<file path="config.mk">
export PLATFORM = sky130hd
export DESIGN_NAME = remap_ctrl
export DESIGN_NICKNAME = d
export VERILOG_FILES = /design/src/rtl/remap_pkg.sv /design/src/rtl/ptr_vote.sv /design/src/rtl/remap_cache.sv /design/src/rtl/remap_ctrl.sv
export SDC_FILE = /design/constraint.sdc
export NUM_CORES = 2
export LEC_CHECK = 0
export ABC_AREA = 1
export BUFFER_PORTS_ARGS = -buffer_cell sky130_fd_sc_hd__buf_2
export CORE_ASPECT_RATIO = 0.7
export CORE_MARGIN = 2
export CORE_UTILIZATION = 28
export CTS_CLUSTER_DIAMETER = 200
export DETAILED_ROUTE_END_ITERATION = 7
export PLACE_DENSITY = 0.49
export SYNTH_ARGS = -nofsm -noshare
export SYNTH_HDL_FRONTEND = slang
export SYNTH_HIERARCHICAL = 1
export SYNTH_SLANG_ARGS = --single-unit
</file>
<file path="constraint.sdc">
create_clock -name clk -period 7.1 [get_ports clk]
set_input_delay 1.42 -clock clk [delete_from_list [all_inputs] [get_ports clk]]
set_output_delay 1.42 -clock clk [all_outputs]
set_load 0.01 [all_outputs]
</file>
<file path="src/rtl/remap_pkg.sv">
package remap_pkg;

    typedef enum logic [1:0] {
        OP_READ   = 2'b00,
        OP_WRITE  = 2'b01,
        OP_RETIRE = 2'b10
    } req_op_e;

    typedef enum logic [1:0] {
        MEM_DRD = 2'b00,
        MEM_DWR = 2'b01,
        MEM_PWR = 2'b10
    } mem_op_e;

    typedef enum logic [2:0] {
        S_IDLE,
        S_ORIG,
        S_FINAL,
        S_RET_RD,
        S_RET_WR
    } state_e;

endpackage

</file>
<file path="src/rtl/ptr_vote.sv">
module ptr_vote #(
    parameter int PW    = 64,
    parameter int NCOPY = 4
) (
    input  logic [NCOPY*PW-1:0] copies,
    output logic [PW-1:0]       voted
);
    localparam int CW = $clog2(NCOPY + 1);

    for (genvar b = 0; b < PW; b++) begin : g_bit
        logic [CW-1:0] ones;
        always_comb begin
            ones = '0;
            for (int k = 0; k < NCOPY; k++) begin
                ones = ones + CW'(copies[k*PW + b]);
            end
        end
        assign voted[b] = (ones > CW'(NCOPY / 2));
    end

endmodule

</file>
<file path="src/rtl/remap_cache.sv">
module remap_cache #(
    parameter int AW      = 26,
    parameter int ENTRIES = 16
) (
    input  logic          clk,
    input  logic          rst_n,
    input  logic [AW-1:0] lk_addr,
    output logic          lk_hit,
    output logic [AW-1:0] lk_final,
    input  logic          wr_en,
    input  logic [AW-1:0] wr_orig,
    input  logic [AW-1:0] wr_final
);
    localparam int IW = (ENTRIES > 1) ? $clog2(ENTRIES) : 1;

    logic [ENTRIES-1:0] vld_q;
    logic [AW-1:0]      tag_q [ENTRIES];
    logic [AW-1:0]      fin_q [ENTRIES];
    logic [IW-1:0]      vic_q;
    logic [ENTRIES-1:0] lk_match;
    logic [ENTRIES-1:0] wr_match;
    logic [IW-1:0]      wr_idx;
    logic               wr_hit;

    for (genvar g = 0; g < ENTRIES; g++) begin : g_ent
        assign lk_match[g] = vld_q[g] && (tag_q[g] == lk_addr);
        assign wr_match[g] = vld_q[g] && (tag_q[g] == wr_orig);
    end

    assign lk_hit = |lk_match;

    always_comb begin
        lk_final = '0;
        wr_idx   = vic_q;
        wr_hit   = 1'b0;
        for (int i = 0; i < ENTRIES; i++) begin
            if (lk_match[i]) lk_final = fin_q[i];
            if (wr_match[i]) begin
                wr_idx = IW'(i);
                wr_hit = 1'b1;
            end
        end
    end

    always_ff @(posedge clk) begin
        if (!rst_n) begin
            vld_q <= '0;
            vic_q <= '0;
        end else if (wr_en) begin
            vld_q[wr_idx] <= 1'b1;
            tag_q[wr_idx] <= wr_orig;
            fin_q[wr_idx] <= wr_final;
            if (!wr_hit) begin
                vic_q <= (vic_q == IW'(ENTRIES - 1)) ? '0 : vic_q + 1'b1;
            end
        end
    end

endmodule

</file>
<file path="src/rtl/remap_ctrl.sv">
module remap_ctrl
    import remap_pkg::*;
#(
    parameter int AW        = 26,
    parameter int PW        = 64,
    parameter int NCOPY     = 4,
    parameter int CACHE_N   = 16,
    parameter int FREE_BASE = 1024
) (
    input  logic                clk,
    input  logic                rst_n,
    input  logic                req_valid,
    output logic                req_ready,
    input  logic [1:0]          req_op,
    input  logic [AW-1:0]       req_addr,
    output logic                rsp_valid,
    output logic [AW-1:0]       rsp_addr,
    output logic                rsp_redir,
    output logic                mem_req,
    output logic [1:0]          mem_op,
    output logic [AW-1:0]       mem_addr,
    output logic [NCOPY*PW-1:0] mem_wdata,
    input  logic                mem_ack,
    input  logic                mem_rflag,
    input  logic [NCOPY*PW-1:0] mem_rdata
);
    localparam int DW = NCOPY * PW;

    state_e        state_q, state_d;
    req_op_e       op_q;
    logic [AW-1:0] addr_q, final_q, free_q;
    logic          rsp_valid_q, rsp_redir_q;
    logic [AW-1:0] rsp_addr_q;

    logic          accept, load_final, bump_free, cache_wr;
    logic          rsp_set, rsp_redir_d;
    logic [AW-1:0] rsp_addr_d;
    mem_op_e       mem_op_c, data_op;
    logic          lk_hit;
    logic [AW-1:0] lk_final;
    logic [PW-1:0] voted;
    logic [AW-1:0] vote_addr;
    logic [AW-1:0] cache_fin;
    logic [PW-1:0] fresh_ptr;

    ptr_vote #(.PW(PW), .NCOPY(NCOPY)) vote_i (
        .copies (mem_rdata),
        .voted  (voted)
    );

    assign vote_addr = voted[AW-1:0];
    assign fresh_ptr = PW'(free_q);

    remap_cache #(.AW(AW), .ENTRIES(CACHE_N)) cache_i (
        .clk      (clk),
        .rst_n    (rst_n),
        .lk_addr  (req_addr),
        .lk_hit   (lk_hit),
        .lk_final (lk_final),
        .wr_en    (cache_wr),
        .wr_orig  (addr_q),
        .wr_final (cache_fin)
    );

    assign data_op = (op_q == OP_WRITE) ? MEM_DWR : MEM_DRD;

    // state register
    always_ff @(posedge clk) begin
        if (!rst_n) state_q <= S_IDLE;
        else        state_q <= state_d;
    end

    // next state and outputs
    always_comb begin
        state_d     = state_q;
        req_ready   = 1'b0;
        mem_req     = 1'b0;
        mem_op_c    = MEM_DRD;
        mem_addr    = addr_q;
        accept      = 1'b0;
        load_final  = 1'b0;
        bump_free   = 1'b0;
        cache_wr    = 1'b0;
        cache_fin   = vote_addr;
        rsp_set     = 1'b0;
        rsp_addr_d  = addr_q;
        rsp_redir_d = 1'b0;
        unique case (state_q)
            S_IDLE: begin
                req_ready = 1'b1;
                if (req_valid) begin
                    accept = 1'b1;
                    if (req_op == OP_RETIRE) state_d = S_RET_RD;
                    else if (lk_hit)         state_d = S_FINAL;
                    else                     state_d = S_ORIG;
                end
            end
            S_ORIG: begin
                mem_req  = 1'b1;
                mem_op_c = data_op;
                if (mem_ack) begin
                    if (mem_rflag) begin
                        load_final = 1'b1;
                        cache_wr   = 1'b1;
                        state_d    = S_FINAL;
                    end else begin
                        rsp_set = 1'b1;
                        state_d = S_IDLE;
                    end
                end
            end
            S_FINAL: begin
                mem_req  = 1'b1;
                mem_op_c = data_op;
                mem_addr = final_q;
                if (mem_ack) begin
                    rsp_set     = 1'b1;
                    rsp_addr_d  = final_q;
                    rsp_redir_d = 1'b1;
                    state_d     = S_IDLE;
                end
            end
            S_RET_RD: begin
                mem_req = 1'b1;
                if (mem_ack) state_d = S_RET_WR;
            end
            S_RET_WR: begin
                mem_req  = 1'b1;
                mem_op_c = MEM_PWR;
                if (mem_ack) begin
                    cache_wr    = 1'b1;
                    cache_fin   = free_q;
                    bump_free   = 1'b1;
                    rsp_set     = 1'b1;
                    rsp_addr_d  = free_q;
                    rsp_redir_d = 1'b1;
                    state_d     = S_IDLE;
                end
            end
            default: state_d = S_IDLE;
        endcase
    end

    always_ff @(posedge clk) begin
        if (!rst_n) begin
            op_q        <= OP_READ;
            addr_q      <= '0;
            final_q     <= '0;
            free_q      <= AW'(FREE_BASE);
            rsp_valid_q <= 1'b0;
            rsp_addr_q  <= '0;
            rsp_redir_q <= 1'b0;
        end else begin
            rsp_valid_q <= rsp_set;
            if (rsp_set) begin
                rsp_addr_q  <= rsp_addr_d;
                rsp_redir_q <= rsp_redir_d;
            end
            if (accept) begin
                op_q    <= req_op_e'(req_op);
                addr_q  <= req_addr;
                final_q <= lk_final;
            end
            if (load_final) final_q <= vote_addr;
            if (bump_free)  free_q  <= free_q + 1'b1;
        end
    end

    assign mem_op    = mem_op_c;
    assign mem_wdata = {NCOPY{fresh_ptr}};
    assign rsp_valid = rsp_valid_q;
    assign rsp_addr  = rsp_addr_q;
    assign rsp_redir = rsp_redir_q;

    logic unused_ok;
    assign unused_ok = ^{voted[PW-1:AW], DW[0]};

endmodule

</file>
## After elaboration in Yosys (flattened, before gate mapping)

Memories as Yosys holds them, arrays and structs flattened.
Index checks and enable logic that the tools add are counted.

| word-level totals | value |
|---|---|
| word-level logic and storage cells | 292 |
| output and inout bits | 314 |
| RAM bits | 832 |
| input bits | 289 |
| flip-flop bits (word level) | 131 |
| memories kept | 2 |

Memory list:

| name | depth | bits a word | rd ports | clocked after Yosys merged registers in | wr ports | RTL line | source |
|---|---|---|---|---|---|---|---|
| cache_i.fin_q | 16 | 26 | 16 | 0 | 1 | remap_cache.sv:18 | `logic [AW-1:0] fin_q [ENTRIES];` |
| cache_i.tag_q | 16 | 26 | 16 | 0 | 1 | remap_cache.sv:17 | `logic [AW-1:0] tag_q [ENTRIES];` |

| operators by class | value |
|---|---|
| eq/ne operators | 43 |
| reduce and logical (&&, ||, !) cells | 41 |
| add/subtract/negate cells | 80 |
| $lt $le $gt $ge | 28 |
| muxes and demuxes | 86 |
| bitwise operators | 2 |

Operators by type and width:

| cell | count |
|---|---|
| $eq A26 B26 Y1 | 32 |
| $mux W26 | 23 |
| $add A3 B1 Y3 | 52 |
| $gt A3 B2 Y1 const B | 26 |
| $mux W4 | 17 |
| $add A1 B1 Y2 | 26 |
| $pmux W26 S2 | 1 |
| $logic_and A1 B1 Y1 | 33 |
| $mux W1 | 33 |
| $add A26 B1 Y26 const B | 1 |
| $or A16 B16 Y16 | 1 |
| $reduce_or A16 Y1 | 1 |
| $mux W3 | 4 |
| $pmux W3 S4 | 1 |
| $eq A3 B2 Y1 const B | 2 |
| $mux W2 | 3 |
| $ne A2 B2 Y1 const B | 3 |
| $lt A4 B5 Y1 const B | 1 |
| $add A4 B1 Y4 const B | 1 |
| $demux W1 S4 | 1 |
| $eq A4 B4 Y1 const B | 1 |
| $ge A4 B1 Y1 const B | 1 |
| $pmux W1 S2 | 2 |
| $pmux W2 S2 | 1 |
| other kinds (12) | 13 |

## Depth between registers and ports, before layout

An unclocked memory read counts as a cell.

| depth | value |
|---|---|
| depth after elaboration | 24 |
| gate-level depth with buffers | 26 |
| mapped depth without buffers | 25 |

## By module

Netlist, hierarchy kept.

By module, submodules not included:

| module | area an instance (µm²) | times used | sequential area each (µm²) | cells each |
|---|---|---|---|---|
| remap_cache | 44,017.2 | 1 | 25,384.3 | 4,567 |
| remap_ctrl | 7,566.0 | 1 | 2,222.1 | 1,150 |
| ptr_vote | 6,446.2 | 1 | 0.0 | 920 |

## Worst setup path after synthesis

OpenSTA, ideal clock, no wires.

| timing path | value |
|---|---|
| path kind | in2reg |
| start point | in mem_ack |
| end point | mem cache_i.fin_q[0][0] (enable) |
| setup slack | 1.886 ns |
| arrival time | 4.752 ns |
| stages on the path | 10 |
| library setup time | 0.462 ns |
| required time | 6.638 ns |
| buffers on the path | 2 |
| path through | buf_4 > nand2_1 > inv_1 > nand2_2 > clkbuf_1 > nand2_1 > nand2_1 > nor3_2 > inv_2 > nor2_1 |

| between the ends | value |
|---|---|
| word-level cells in the longest chain between the ends | 5 |
| elaborated cells between the ends (all ways) | 6 |
| those cells by class | 6 x mux |

RTL lines:

| item | RTL line | source |
|---|---|---|
| from (decl) | remap_ctrl.sv:23 | `input logic mem_ack,` |
| $mux W1 (on tied branches) | remap_ctrl.sv:130, remap_ctrl.sv:101 |  |
| $pmux W1 S2 * | remap_ctrl.sv:88 | `unique case (state_q)` |
| via cache_wr | remap_ctrl.sv:35 | `logic accept, load_final, bump_free, cache_wr;` |
| $mux W1 * | remap_cache.sv:49 | `end else if (wr_en) begin` |
| $mux W1 * | remap_cache.sv:46 | `if (!rst_n) begin` |
| $mux W1 (implied by the code) * | remap_cache.sv:52 | `fin_q[wr_idx] <= wr_final;` |
| to (decl) | remap_cache.sv:18 |  |

Mark *: on every way through the listed nets, which the timed path passes. The rest lies on a longest branch.

## Worst setup path in the final report

| timing path | value |
|---|---|
| start point | reg addr_q[1] |
| end point | mem cache_i.fin_q[2][3] (enable) |

| between the ends | value |
|---|---|
| word-level cells in the longest chain between the ends | 18 |
| elaborated cells between the ends (all ways) | 48 |
| those cells by class | 16 x eq/ne; 16 x mux; 16 x reduce/logical |

RTL lines:

| item | RTL line | source |
|---|---|---|
| from (decl) | remap_ctrl.sv:31 | `logic [AW-1:0] addr_q, final_q, free_q;` |
| from (signal assigned) | remap_ctrl.sv:161 | `addr_q <= req_addr;` |
| $eq A26 B26 Y1 | remap_cache.sv:27 | `assign wr_match[g] = vld_q[g] && (tag_q[g] == wr_orig);` |
| $logic_and A1 B1 Y1 | remap_cache.sv:27 |  |
| $mux W4 (15 in series) | remap_cache.sv:38 | `if (wr_match[i]) begin` |
| $mux W4 * | remap_cache.sv:38 |  |

Mark *: on every way between the ends. The rest lies on a longest branch, timed or not.

==> implementation parameters <==
Parameter                              Value

Power
  PwrDens    231 mW/mm^2
  Static Leakage    24.6 nW
  Gate power share    0.152
  IR drop worst, VDD    219 uV
  Part of the total power dissipated in the clock network    0.392
  Net switching power    4.26 mW
  Switching part of the total    0.302
  Share of total power in sequential cells    0.456
  Internal power    9.85 mW

Yosys
  Post-Synthesis Cell Area    0.0541 sq mm
  Cells after synthesis    6,061
  Number of warnings reported in the yosys synthesis log    6
  Syn avg cell area    8.92 sq um

Hold path
  Startpoint of the worst hold path    op_q[0]
  Sink of the worst hold path    op_q[0]
  Tightest Hold Check Type    flip-flop to flip-flop
  Count of cells along the worst hold path    2

Drt
  Routed wirelength normalized by instance count    29.0 microns
  Antenna-violating nets left    0
  Via count    48,601
  Drt first pass iters    6
  Post-route DRC violation count    0
  Total Routed Length    259,000 microns
  Number of DRC violations after detailed-routing iteration 0    7,646
  Vias/cell    5.43

Global route
  Overflow left after global routing    0
  Global-route wire length before repair    351,000 microns
  Pin count of the biggest net entering global routing    93
  Initial antenna violation count    25
  Number of global-route vias before repair    43,854
  GR Util All Layers    0.254

Clock network
  Clock slew at reported path FFs    0.06 ns
  Resized Gates After CTS    0
  Post-CTS setup buffers    0
  TritonCTS buffer count    103
  Clock H-tree levels    3
  Deepest clock path buffer count    3
  CTS tree    built
  Root buffer selected by CTS    sky130_fd_sc_hd__clkbuf_16
  Latest clock arrival within the worst-skew pair    0.77 ns
  Cts hold-fix bufs    0
  Clock sink count    963

STA
  Maximum clock frequency    174 MHz
  Measured slew at the worst slew-check pin    1.22 ns
  Worst hold slack across all endpoints    0.465 ns
  RSZ-0062 raised after global routing    no
  Rel. slew slack    0.183
  Count of final hold-check violations    0
  Max-slew violations    0
  Final worst clock skew    0.0598 ns
  Sum Neg Setup Slack    0 ns
  Setup WS post-layout    1.36 ns
  Time the final worst path needs with I/O delays and setup    5.74 ns
  Count of endpoints failing setup in the final report    0
  Ratio of final minimum period to clock period    0.808

Critical path
  Setup crit start kind    flip-flop
  Required arrival time at the worst endpoint    7.50 ns
  Crit Path Class    flip-flop to flip-flop
  Worst r2r dst    cache_i/fin_q[2][3]
  Cell depth of the worst flop-to-flop path    26
  Worst path arrival time    6.14 ns
  Highest fanout seen on the critical path    27
  Register-to-register setup slack    1.36 ns
  Worst Setup End Kind    flip-flop
  R2R Path Start    addr_q[1]

Layout
  Commonest non-fill, non-tap cells in the layout    sky130_fd_sc_hd__nand2_1 (1,330), sky130_fd_sc_hd__edfxtp_1 (832), sky130_fd_sc_hd__inv_1 (662)
  Share of final-layout standard cells stronger than drive strength 1    0.132
  Area grow syn2layout    13.0%
  Most common cell after layout, fill and taps aside    sky130_fd_sc_hd__nand2_1
  Area taken by multi-input logic gates    0.0211 sq mm
  Post-layout net count    6,714
  Area taken by flip-flops and latches    0.0276 sq mm
  Filler Cells Inserted    19,933

Run status
  Status    complete, no violations

Placement
  Detailed-placement wirelength estimate    180,000 microns
  Placer congestion estimate    0.994
  Port buffer count    298
  Worst setup slack before clock tree synthesis    1.56 ns

Die
  Initial Util    0.283
  Row count    134
  Vertical extent of the die    372 microns
  Area of the die    0.197 sq mm
  Core Region    0.191 sq mm
  X dimension of the die    529 microns
  Number of top-level pins    603

Run
  Max Cap Violations    0
[routing by layer]
layer | vias up | GRT usage | share of wire
met4 | 10 | 0.0742 | 0.034
met2 | 3456 | 0.347 | 0.39
met3 | 509 | 0.0878 | 0.13
li1 | 20793 | - | -
met1 | 23833 | 0.372 | 0.45
met5 | - | 0 | 0.00028
[worst max-delay path by stage]
stage | startpoint | to | slack (ns) | depth (start not counted)
after floorplan | mem_ack | cache_i/fin_q[0][0] | 1.89 | 10
after global placement | req_addr[23] | final_q[0] | 1.56 | 21
after detailed placement | req_addr[14] | final_q[18] | 1.56 | 22
after CTS | addr_q[25] | cache_i/fin_q[6][16] | 1.67 | 18
after global routing | addr_q[1] | cache_i/fin_q[6][17] | 1.31 | 26
final | addr_q[1] | cache_i/fin_q[2][3] | 1.36 | 26
[critical path, cell delays in order (launching register included)]
cell and delay [ns]:
sky130_fd_sc_hd__dfxtp_2 0.76, sky130_fd_sc_hd__inv_2 0.35, sky130_fd_sc_hd__buf_4 0.38, sky130_fd_sc_hd__nand2_1 0.16
sky130_fd_sc_hd__nand2_1 0.07, sky130_fd_sc_hd__nor2_1 0.10, sky130_fd_sc_hd__nand2_1 0.05, sky130_fd_sc_hd__nor2_1 0.14
sky130_fd_sc_hd__nand2_1 0.10, sky130_fd_sc_hd__o21bai_1 0.13, sky130_fd_sc_hd__nand2_1 0.19, sky130_fd_sc_hd__nand2_1 0.11
sky130_fd_sc_hd__nand2_1 0.12, sky130_fd_sc_hd__nand2_1 0.09, sky130_fd_sc_hd__nand2_1 0.11, sky130_fd_sc_hd__nand2_1 0.09
sky130_fd_sc_hd__nand2_1 0.11, sky130_fd_sc_hd__nand2_1 0.14, sky130_fd_sc_hd__nand2_1 0.13, sky130_fd_sc_hd__nand2_1 0.07
sky130_fd_sc_hd__nand2_1 0.08, sky130_fd_sc_hd__nand2_1 0.11, sky130_fd_sc_hd__nand2_1 0.10, sky130_fd_sc_hd__nand2_2 0.12
sky130_fd_sc_hd__nand4_1 0.45, sky130_fd_sc_hd__inv_2 0.72, sky130_fd_sc_hd__buf_12 0.28
[power by group through the flow]
stage               registers [mW]  logic [mW]  clock network (mW)
floorplan                     6.52        1.04                   0
global placement              6.55        2.02                   0
detailed placement            6.55        2.04                   0
CTS                           6.43        2.04                5.54
global route                  6.43        2.21                5.75
finish                        6.43        2.15                5.53
[area by class of cell]
class,instances,area share
inverter,749,0.0461
clock buffer,142,0.0475
timing repair buffer,474,0.0488
antenna,24,0.000984
clock inverter,52,0.00711
tap,2516,0.0516
sequential,963,0.453
multi-input combinational,4028,0.345
[stage by stage]
step	util	instances	power (mW)	area, sq um
after global routing	0.319	8925	14.4	61000
after CTS	0.319	8924	14.0	61000
after global placement	0.302	8730	8.57	57700
after floorplan	-	6212	7.56	54600
after detailed placement	0.302	8730	8.59	57700
final	0.319	8948	14.1	61100
[registers in the layout, indices dropped and copies added (netlist names)]
signal,count
cache_i/fin_q,416
rsp_addr,26
cache_i/tag_q,416
cache_i/vld_q,16
final_q,26
rsp_redir,1
free_q,26
op_q,2
addr_q,26
rsp_valid,1
cache_i/vic_q,4
state_q,3
No activity file was read; power rests on OpenSTA's default activity.
